## src/rtl/tp_pkg.sv

```systemverilog
package tp_pkg;
  typedef enum logic [1:0] {
    TP_IDLE = 2'd0,
    TP_RUN  = 2'd1,
    TP_FIN  = 2'd2
  } tp_state_e;
endpackage

```

## src/rtl/tp_next_set.sv

```systemverilog
// Finds the lowest set mask bit at position >= from and < limit.
module tp_next_set #(
  parameter int MAX_VL = 64,
  parameter int IDX_W  = $clog2(MAX_VL + 1)
) (
  input  logic [MAX_VL-1:0] mask,
  input  logic [IDX_W-1:0]  from,
  input  logic [IDX_W-1:0]  limit,
  output logic              hit,
  output logic [IDX_W-1:0]  pos
);
  logic [MAX_VL-1:0] cand;

  for (genvar k = 0; k < MAX_VL; k++) begin : g_cand
    localparam logic [IDX_W-1:0] KPOS = IDX_W'(k);
    assign cand[k] = mask[k] && (KPOS >= from) && (KPOS < limit);
  end

  always_comb begin
    hit = |cand;
    pos = '0;
    for (int k = MAX_VL - 1; k >= 0; k--) begin
      if (cand[k]) pos = IDX_W'(k);
    end
  end
endmodule

```

## src/rtl/tp_side_scan.sv

```systemverilog
// One side of the sequencer: vector sides search forward, scalar sides pin offset 0.
module tp_side_scan #(
  parameter int MAX_VL = 64,
  parameter int IDX_W  = $clog2(MAX_VL + 1)
) (
  input  logic [MAX_VL-1:0] mask,
  input  logic              is_vec,
  input  logic [IDX_W-1:0]  from,
  input  logic [IDX_W-1:0]  limit,
  output logic              hit,
  output logic [IDX_W-1:0]  pos
);
  logic             vec_hit;
  logic [IDX_W-1:0] vec_pos;
  logic             scl_hit;

  tp_next_set #(.MAX_VL(MAX_VL), .IDX_W(IDX_W)) u_find (
    .mask  (mask),
    .from  (from),
    .limit (limit),
    .hit   (vec_hit),
    .pos   (vec_pos)
  );

  assign scl_hit = mask[0] && (limit != '0);

  always_comb begin
    if (is_vec) begin
      hit = vec_hit;
      pos = vec_pos;
    end else begin
      hit = scl_hit;
      pos = '0;
    end
  end
endmodule

```

## src/rtl/tp_twin_seq.sv

```systemverilog
module tp_twin_seq
  import tp_pkg::*;
#(
  parameter int MAX_VL = 64,
  parameter int REG_W  = 7,
  localparam int IDX_W = $clog2(MAX_VL + 1)
) (
  input  logic              clk,
  input  logic              rst_n,
  input  logic              cmd_start,
  input  logic [IDX_W-1:0]  cmd_vl,
  input  logic [MAX_VL-1:0] cmd_src_mask,
  input  logic [MAX_VL-1:0] cmd_dst_mask,
  input  logic              cmd_src_vec,
  input  logic              cmd_dst_vec,
  input  logic [REG_W-1:0]  cmd_src_base,
  input  logic [REG_W-1:0]  cmd_dst_base,
  output logic              pair_valid,
  input  logic              pair_ready,
  output logic [REG_W-1:0]  pair_src,
  output logic [REG_W-1:0]  pair_dst,
  output logic              busy,
  output logic              done
);
  localparam logic [MAX_VL-1:0] BIT0 = MAX_VL'(1);

  tp_state_e         state_q, state_n;
  logic [IDX_W-1:0]  vl_q;
  logic [MAX_VL-1:0] smask_q, dmask_q;
  logic              svec_q, dvec_q;
  logic [REG_W-1:0]  sbase_q, dbase_q;
  logic [IDX_W-1:0]  i_q, i_n, j_q, j_n;
  logic              cfg_load, idx_en, accept;
  logic              s_hit, d_hit;
  logic [IDX_W-1:0]  s_pos, d_pos;

  tp_side_scan #(.MAX_VL(MAX_VL), .IDX_W(IDX_W)) u_src_scan (
    .mask (smask_q), .is_vec (svec_q), .from (i_q), .limit (vl_q),
    .hit  (s_hit),   .pos    (s_pos)
  );

  tp_side_scan #(.MAX_VL(MAX_VL), .IDX_W(IDX_W)) u_dst_scan (
    .mask (dmask_q), .is_vec (dvec_q), .from (j_q), .limit (vl_q),
    .hit  (d_hit),   .pos    (d_pos)
  );

  assign cfg_load   = (state_q == TP_IDLE) && cmd_start;
  assign pair_valid = (state_q == TP_RUN) && s_hit && d_hit;
  assign accept     = pair_valid && pair_ready;
  assign pair_src   = sbase_q + REG_W'(s_pos);
  assign pair_dst   = dbase_q + REG_W'(d_pos);
  assign busy       = (state_q != TP_IDLE);
  assign done       = (state_q == TP_FIN);
  assign idx_en     = cfg_load || accept;

  // next-state logic
  always_comb begin
    state_n = state_q;
    i_n     = i_q;
    j_n     = j_q;
    unique case (state_q)
      TP_IDLE: begin
        if (cmd_start) begin
          state_n = TP_RUN;
          i_n     = '0;
          j_n     = '0;
        end
      end
      TP_RUN: begin
        if (!(s_hit && d_hit)) begin
          state_n = TP_FIN;
        end else if (pair_ready) begin
          if (svec_q) i_n = s_pos + IDX_W'(1);
          if (dvec_q) j_n = d_pos + IDX_W'(1);
          if (!svec_q && !dvec_q) state_n = TP_FIN;
        end
      end
      TP_FIN:  state_n = TP_IDLE;
      default: state_n = TP_IDLE;
    endcase
  end

  // state register
  always_ff @(posedge clk or negedge rst_n) begin
    if (!rst_n) state_q <= TP_IDLE;
    else        state_q <= state_n;
  end

  // element offsets, written on command load or pair acceptance
  always_ff @(posedge clk or negedge rst_n) begin
    if (!rst_n) begin
      i_q <= '0;
      j_q <= '0;
    end else if (idx_en) begin
      i_q <= i_n;
      j_q <= j_n;
    end
  end

  // command capture
  always_ff @(posedge clk or negedge rst_n) begin
    if (!rst_n) begin
      vl_q    <= '0;
      smask_q <= '0;
      dmask_q <= '0;
      svec_q  <= 1'b0;
      dvec_q  <= 1'b0;
      sbase_q <= '0;
      dbase_q <= '0;
    end else if (cfg_load) begin
      vl_q    <= cmd_vl;
      smask_q <= cmd_src_mask;
      dmask_q <= cmd_dst_mask;
      svec_q  <= cmd_src_vec;
      dvec_q  <= cmd_dst_vec;
      sbase_q <= cmd_src_base;
      dbase_q <= cmd_dst_base;
    end
  end


  pair_hold_chk: assert property (@(posedge clk) disable iff (!rst_n)
    pair_valid && !pair_ready |=> pair_valid && $stable(pair_src) && $stable(pair_dst));


  done_pulse_chk: assert property (@(posedge clk) disable iff (!rst_n)
    done |=> !done && !busy);


  done_excl_chk: assert property (@(posedge clk) disable iff (!rst_n)
    done |-> !pair_valid);


  src_enabled_chk: assert property (@(posedge clk) disable iff (!rst_n)
    pair_valid |-> |(smask_q & (BIT0 << s_pos)) && (s_pos < vl_q));


  dst_enabled_chk: assert property (@(posedge clk) disable iff (!rst_n)
    pair_valid |-> |(dmask_q & (BIT0 << d_pos)) && (d_pos < vl_q));


  scalar_once_chk: assert property (@(posedge clk) disable iff (!rst_n)
    accept && !svec_q && !dvec_q |=> done);


  zero_len_chk: assert property (@(posedge clk) disable iff (!rst_n)
    busy && (vl_q == '0) |-> !pair_valid);
endmodule

```

## config.mk

```make
export PLATFORM = sky130hd
export DESIGN_NAME = tp_twin_seq
export DESIGN_NICKNAME = d
export VERILOG_FILES = /design/src/rtl/tp_pkg.sv /design/src/rtl/tp_next_set.sv /design/src/rtl/tp_side_scan.sv /design/src/rtl/tp_twin_seq.sv
export SDC_FILE = /design/constraint.sdc
export NUM_CORES = 1
export LEC_CHECK = 0
export ABC_AREA = 1
export ABC_CLOCK_PERIOD_IN_PS = 13550
export BUFFER_PORTS_ARGS = -buffer_cell sky130_fd_sc_hd__buf_2
export CAP_MARGIN = 20
export CORE_MARGIN = 5
export CORE_UTILIZATION = 49
export CTS_CLUSTER_SIZE = 25
export DETAILED_ROUTE_END_ITERATION = 10
export PLACE_DENSITY = 0.71
export SLEW_MARGIN = 10
export SYNTH_ARGS = -nofsm -noshare
export SYNTH_HDL_FRONTEND = slang
export SYNTH_SLANG_ARGS = --single-unit
```

## constraint.sdc

```tcl
create_clock -name clk -period 13.55 [get_ports clk]
set_input_delay 0 -clock clk [delete_from_list [all_inputs] [get_ports clk]]
set_output_delay 0 -clock clk [all_outputs]
set_load 0.02 [all_outputs]
```

==> results of run 1 <==
per-stage QoR:
stage	cells	util, %
floorplan	1648	-
global placement	2057	54.4
detailed placement	2057	54.4
CTS	2242	64.0
global route	2242	64.0
finish	2242	64.0
flip-flops by register name, indices dropped and copies added, names as in the netlist:
signal,cells
dbase_q,7
dmask_q,64
dvec_q,1
i_q,7
j_q,7
sbase_q,7
smask_q,64
state_q,2
svec_q,1
vl_q,7
logic make-up after synthesis:
kind of cell             after synthesis  share of synthesized area, %
AND/OR/NAND/NOR                      929                          34.7
adder cells (fa/ha/maj)               15                          1.89
AO/OA/AOI/OAI                        248                          13.7
buffers and inverters                279                          9.86
flip-flops                           167                          39.0
XOR/XNOR                              10                         0.817
critical path, delay by kind of cell, from the launching register on:
| kind | cells | cell delay, ps |
|---|---|---|
| xor+xnor | 1 | 180 |
| compound gates | 4 | 800 |
| simple gates | 68 | 3930 |
| fa+ha+maj | 2 | 620 |
| flops | 1 | 620 |
| buf+inv | 1 | 200 |
layer usage:
layer / vias to the layer above / part of all wire (%) / track usage (%)
met4: 0 / 4.6 / 14.4
met2: 479 / 48 / 58.6
met1: 5690 / 41 / 44.8
met3: 105 / 7.1 / 5.58
li1: 5821 / - / -
met5: - / 0 / 0
path summary, 6_finish.rpt:
check | endpoint | startpoint | cells past startpoint | slack [ps]
setup / recovery | pair_src[6] | vl_q[2] | 76 | 6680
hold / removal | smask_q[14] | cmd_start | 4 | 170
setup reg to reg | j_q[5] | j_q[6] | 25 | 7240
hold reg to reg | dmask_q[34] | dmask_q[34] | 2 | 480
max in group asynchronous | i_q[0] | rst_n | 3 | 11820
min in group asynchronous | dmask_q[18] | rst_n | 2 | 210
area by class of cell:
class	instances	area, um2
fillers	1977	7800
clock inverters	13	134
repair buffers	328	2420
flip-flops and latches	167	4180
clock buffers	19	433
well taps	280	350
inverters	233	878
multi-input cells	1202	5490
layout by cell type (no fill, tap or decap), types with 26 or more instances in the layout:
| cell type | count |
|---|---|
| inv_1 | 210 |
| nor2_1 | 128 |
| o21ai_0 | 103 |
| a21oi_1 | 65 |
| nand3_1 | 57 |
| o2111ai_1 | 26 |
| nand2_1 | 666 |
| nor3_1 | 30 |
| dfrtp_1 | 167 |
| dlygate4sd3_1 | 153 |
| buf_2 | 170 |
where the power goes:
part           internal [uW]  switching [uW]  leakage [uW]
logic                    644            1420       0.00528
clock network            259             224      0.000274
registers                727             225       0.00208
what timing repair did:
item | 4_1_cts | 5_1_grt
endpoints found under the hold margin | 246 | 0
hold buffers | 153 | 0
endpoints found under the setup margin | 0 | 0
==> metrics.yaml, run 1 <==
status: "complete, no violations"
wirelength_um: 42900
ys_seq_area_share_pct: 39.0
hold_viol: 0
ys_types: 39
stdcell_area_mm2: 0.0139
slew_violations: 0
period_minus_slack_ps: 6870
cp-start-kind: "flip-flop"
max_stage_delay_ps: 620
whs_ps: 173
max_freq_mhz: 146
fin_nets: 2119
syn_nets: 1818
grt_pass1_vias: 12132
n_antenna_cell: 0
gr-usage-all-layers_pct: 34.8
floorplan.initialDensity_pct: 49.4
crit_type: "reg -> out"
path_clk_slew_ps: 70
viasPerCell: 5.39
antenna_found_initial: 0
synthesis.area_mm2: 0.0107
finalCritPeriodShare_pct: 50.7
synth.most_common_cell: "nand2_1"
worst_pin_slew_ps: 949
async_flop_share_pct: 100
cts_root_buffer: "clkbuf_16"
coreArea_mm2: 0.0217
dp_hpwl_um: 32100
die_width_um: 158
wl_per_cell_um: 19.1
worstPathRequired_ps: 13550
route.detailed.drc: 0
numCtsBuffers: 17
numPortBuffers: 171
max_slew_margin_pct: 36.5
grt_overflow_total: 0
synth_edf_count: 0
pre_cts_ws_ps: 7270
cts_resized: 0
grt_max_degree: 108
drive_above_1_share_pct: 12.7
vdd_ir_drop_max_mv: 0.176
synth.top_cell.area_share_pct: 39.0
cap_violations: 0
worstSkewPairLatency_ps: 440
synth_cells: 1648
slowest_stage: "dfrtp_1"
ys_seq_elements: 167
synth-warning-count: 0
dieHeight_um: 158
postCtsSetupBuffers: 0
gp_congestion: 1.07
hold_class: "in -> reg"
p_per_area_mw_per_mm2: 252
place_area_mm2: 0.0118
numClockSinks: 167
drt_iter0_markers: 994
path_max_fanout: 11
num_vias: 12095
firstDrtPassIters: 6
synth_area_leaders: "dfrtp_1, nand2_1, inv_1, o21ai_0, nor2_1"
timing.clock.skew_ps: 14.4
p_leak_uw: 0.00763
rows: 54
ant_nets: 0
grt_pass1_wl_um: 65800
die-area_mm2: 0.0249
tns_ps: 0
syn2layout_area_growth_pct: 29.6
crit_top_cell: "nand2_1"
power_uw: 3500
worst_ep_arrival_time_ps: 6870
yosys.area.top_type: "dfrtp_1"
rsz0062_at_grt: "no"
ios: 172
synth_common_cells: "nand2_1, inv_1, dfrtp_1"
setup_ws_ps: 6680
clk_path_buf_depth: 2
cts_tree: "yes"
h-tree-depth: 4
ys.flop_type: "dfrtp_1"
setup_violations: 0
cp-end-kind: "output pin"
syn_avg_cell_area_um2: 6.50
Note: power is estimated with default switching activity, not from simulation.
==> run 2, diff against run 1 <==
--- a/config.mk
+++ b/config.mk
@@ -6,14 +6,14 @@
 export NUM_CORES = 1
 export LEC_CHECK = 0
 export ABC_AREA = 1
-export ABC_CLOCK_PERIOD_IN_PS = 13550
+export ABC_CLOCK_PERIOD_IN_PS = 5650
 export BUFFER_PORTS_ARGS = -buffer_cell sky130_fd_sc_hd__buf_2
 export CAP_MARGIN = 20
 export CORE_MARGIN = 5
 export CORE_UTILIZATION = 49
 export CTS_CLUSTER_SIZE = 25
 export DETAILED_ROUTE_END_ITERATION = 10
-export PLACE_DENSITY = 0.71
+export PLACE_DENSITY = 0.73
 export SLEW_MARGIN = 10
 export SYNTH_ARGS = -nofsm -noshare
 export SYNTH_HDL_FRONTEND = slang
==> constraint.sdc (replaced) <==
create_clock -name clk -period 5.65 [get_ports clk]
set_input_delay 0 -clock clk [delete_from_list [all_inputs] [get_ports clk]]
set_output_delay 0 -clock clk [all_outputs]
set_load 0.02 [all_outputs]
==> metrics.yaml, run 2 (synthesis gave the netlist of run 1 again) <==
pre_cts_ws_ps: -278  # was 7270 ps
rows: 54  # unchanged
drt_iter0_markers: 1329  # was 994
p_int_uw: 4700  # was 1630 uW
numPortBuffers: 171  # unchanged
seq_power_share_pct: 23.5  # was 27.2%
wirelength_um: 47100  # was 42900 um
layout_commonest_cell: "nand2_1"  # unchanged
critPathTopFamily: "simple AND/OR/NAND/NOR gates"  # unchanged
max_stage_delay_ps: 380  # was 620 ps
ant_nets: 0  # unchanged
worst_ep_arrival_time_ps: 6190  # was 6870 ps
rsz0062_at_grt: "yes"  # was no
cts_root_buffer: "clkbuf_16"  # unchanged
gp_congestion: 1.08  # was 1.07
die-area_mm2: 0.0249  # unchanged
cap_violations: 0  # unchanged
worst_pin_slew_ps: 995  # was 949 ps
h-tree-depth: 4  # unchanged
timing.clock.skew_ps: 16.1  # was 14.4 ps
p_sw_share_pct: 51.4  # was 53.4%
vdd_ir_drop_max_mv: 0.610  # was 0.176 mV
p_leak_uw: 0.00855  # was 0.00763 uW
crit_type: "reg -> out"  # unchanged
period_minus_slack_ps: 6190
finalCritPeriodShare_pct: 110
slew_violations: 0  # unchanged
fin_nets: 2291  # was 2119
dieHeight_um: 158  # unchanged
clockPowerShare_pct: 12.5  # was 13.8%
grt_pass1_wl_um: 69700  # was 65800 um
max_freq_mhz: 162
cts_tree: "yes"  # unchanged
crit_top_cell: "nand2_1"  # unchanged
power.switching_uw: 4960  # was 1870 uW
ios: 172  # unchanged
setup_violations: 14  # was 0
antenna_found_initial: 1  # was 0
syn2layout_area_growth_pct: 46.2  # was 29.6%
hold_class: "in -> async"  # was in -> reg
cp-end-kind: "output pin"  # unchanged
crit_buf_inv: 5  # was 1
path_max_fanout: 4  # was 11
top_regs: "dmask_q (64), smask_q (64)"  # unchanged
cp-start-kind: "flip-flop"  # unchanged
max_slew_margin_pct: 33.6  # was 36.5%
final_cell_mix: "nand2_1, inv_1, buf_4"  # was nand2_1, inv_1, buf_2
grt_pass1_vias: 12727  # was 12132
viasPerCell: 5.40  # was 5.39
gr-usage-all-layers_pct: 37.0  # was 34.8%
final_util_pct: 72.3  # was 64.0%
status: "complete, but fails checks"  # was complete, no violations
grt_max_degree: 109  # was 108
dp_hpwl_um: 34800  # was 32100 um
p_per_area_mw_per_mm2: 616  # was 252 mW/mm2
slowest_stage: "dfrtp_1"  # unchanged
worstSkewPairLatency_ps: 440  # about the same
numClockSinks: 167  # unchanged
drive_above_1_share_pct: 23.4  # was 12.7%
firstDrtPassIters: 9  # was 6
path_clk_slew_ps: 70  # about the same
die_width_um: 158  # unchanged
route.detailed.drc: 1  # was 0
hold_viol: 0  # unchanged
clk_path_buf_depth: 2  # unchanged
violations: "DRC, setup timing"
combPwrFrac_pct: 64.0  # was 59.0%
grt_overflow_total: 0  # unchanged
setup_ws_ps: -539  # was 6680 ps
num_vias: 13048  # was 12095
worstPathRequired_ps: 5650  # was 13550 ps
coreArea_mm2: 0.0217  # unchanged
floorplan.initialDensity_pct: 49.4  # unchanged
wl_per_cell_um: 19.5  # was 19.1 um
numCtsBuffers: 17  # unchanged
run 2: metal layers:
metal / GRT usage (%) / vias to the layer above / routed length (um)
li1: - / 6174 / -
met1: 47.3 / 6148 / 18900
met2: 62.0 / 607 / 22600
met3: 6.70 / 119 / 3350
met4: 15.3 / 0 / 2250
met5: 0 / - / 0
run 2: final timing paths:
check	to	slack [ps]	startpoint	cells after the start
setup / recovery	pair_dst[6]	-540	vl_q[4]	78
hold / removal	dmask_q[34]	50	rst_n	2
setup reg to reg	i_q[4]	-470	vl_q[6]	78
hold reg to reg	dmask_q[16]	490	dmask_q[16]	2
max in group asynchronous	i_q[4]	4370	rst_n	3
min in group clk	state_q[0]	240	cmd_start	3
run 2: power groups by stage:
| stage | registers [uW] | logic (uW) | clock network, uW |
|---|---|---|---|
| floorplan | 1980 | 3450 | 0 |
| global placement | 2230 | 5280 | 0 |
| detailed placement | 2230 | 5330 | 0 |
| CTS | 2230 | 5580 | 1200 |
| global route | 2290 | 6820 | 1260 |
| finish | 2270 | 6190 | 1210 |
run 2: worst reg2reg max path, delay by kind of cell (launching register included):
kind,cells,cell delay [ps]
flops,1,440
fa+ha+maj,1,180
compound gates,5,510
simple gates,55,3130
buf+inv,17,1700
run 2: cell type report:
type	count	area [um2]
Clock buffer	17	425
Clock inverter	15	159
Multi-Input combinational cell	1202	5830
Timing Repair Buffer	500	3840
Inverter	233	882
Antenna cell	1	2.50
Sequential cell	167	4190
Tap cell	280	350
Fill cell	1728	6010
run 2: timing repair:
item / CTS / global route
setup buffers: 9 / 30
hold buffers: 153 / 0
gates resized for setup: 46 / 92
pin swaps: 10 / 21
endpoints found under the setup margin: 10 / 23
hold endpoints to repair: 204 / 0
run 2: stage by stage:
stage | power, uW | hold slack, ps | area [um2] | cells | setup TNS (ps)
final | 9660 | 49.1 | 15700 | 2415 | -4080
after CTS | 9010 | 69.8 | 15200 | 2387 | -1520
after global routing | 10400 | 114 | 15700 | 2415 | -16350
after global placement | 7510 | -33.8 | 12800 | 2193 | -313
after floorplan | 5440 | -296 | 10700 | 1648 | 0
after detailed placement | 7560 | -37.5 | 12800 | 2193 | -526
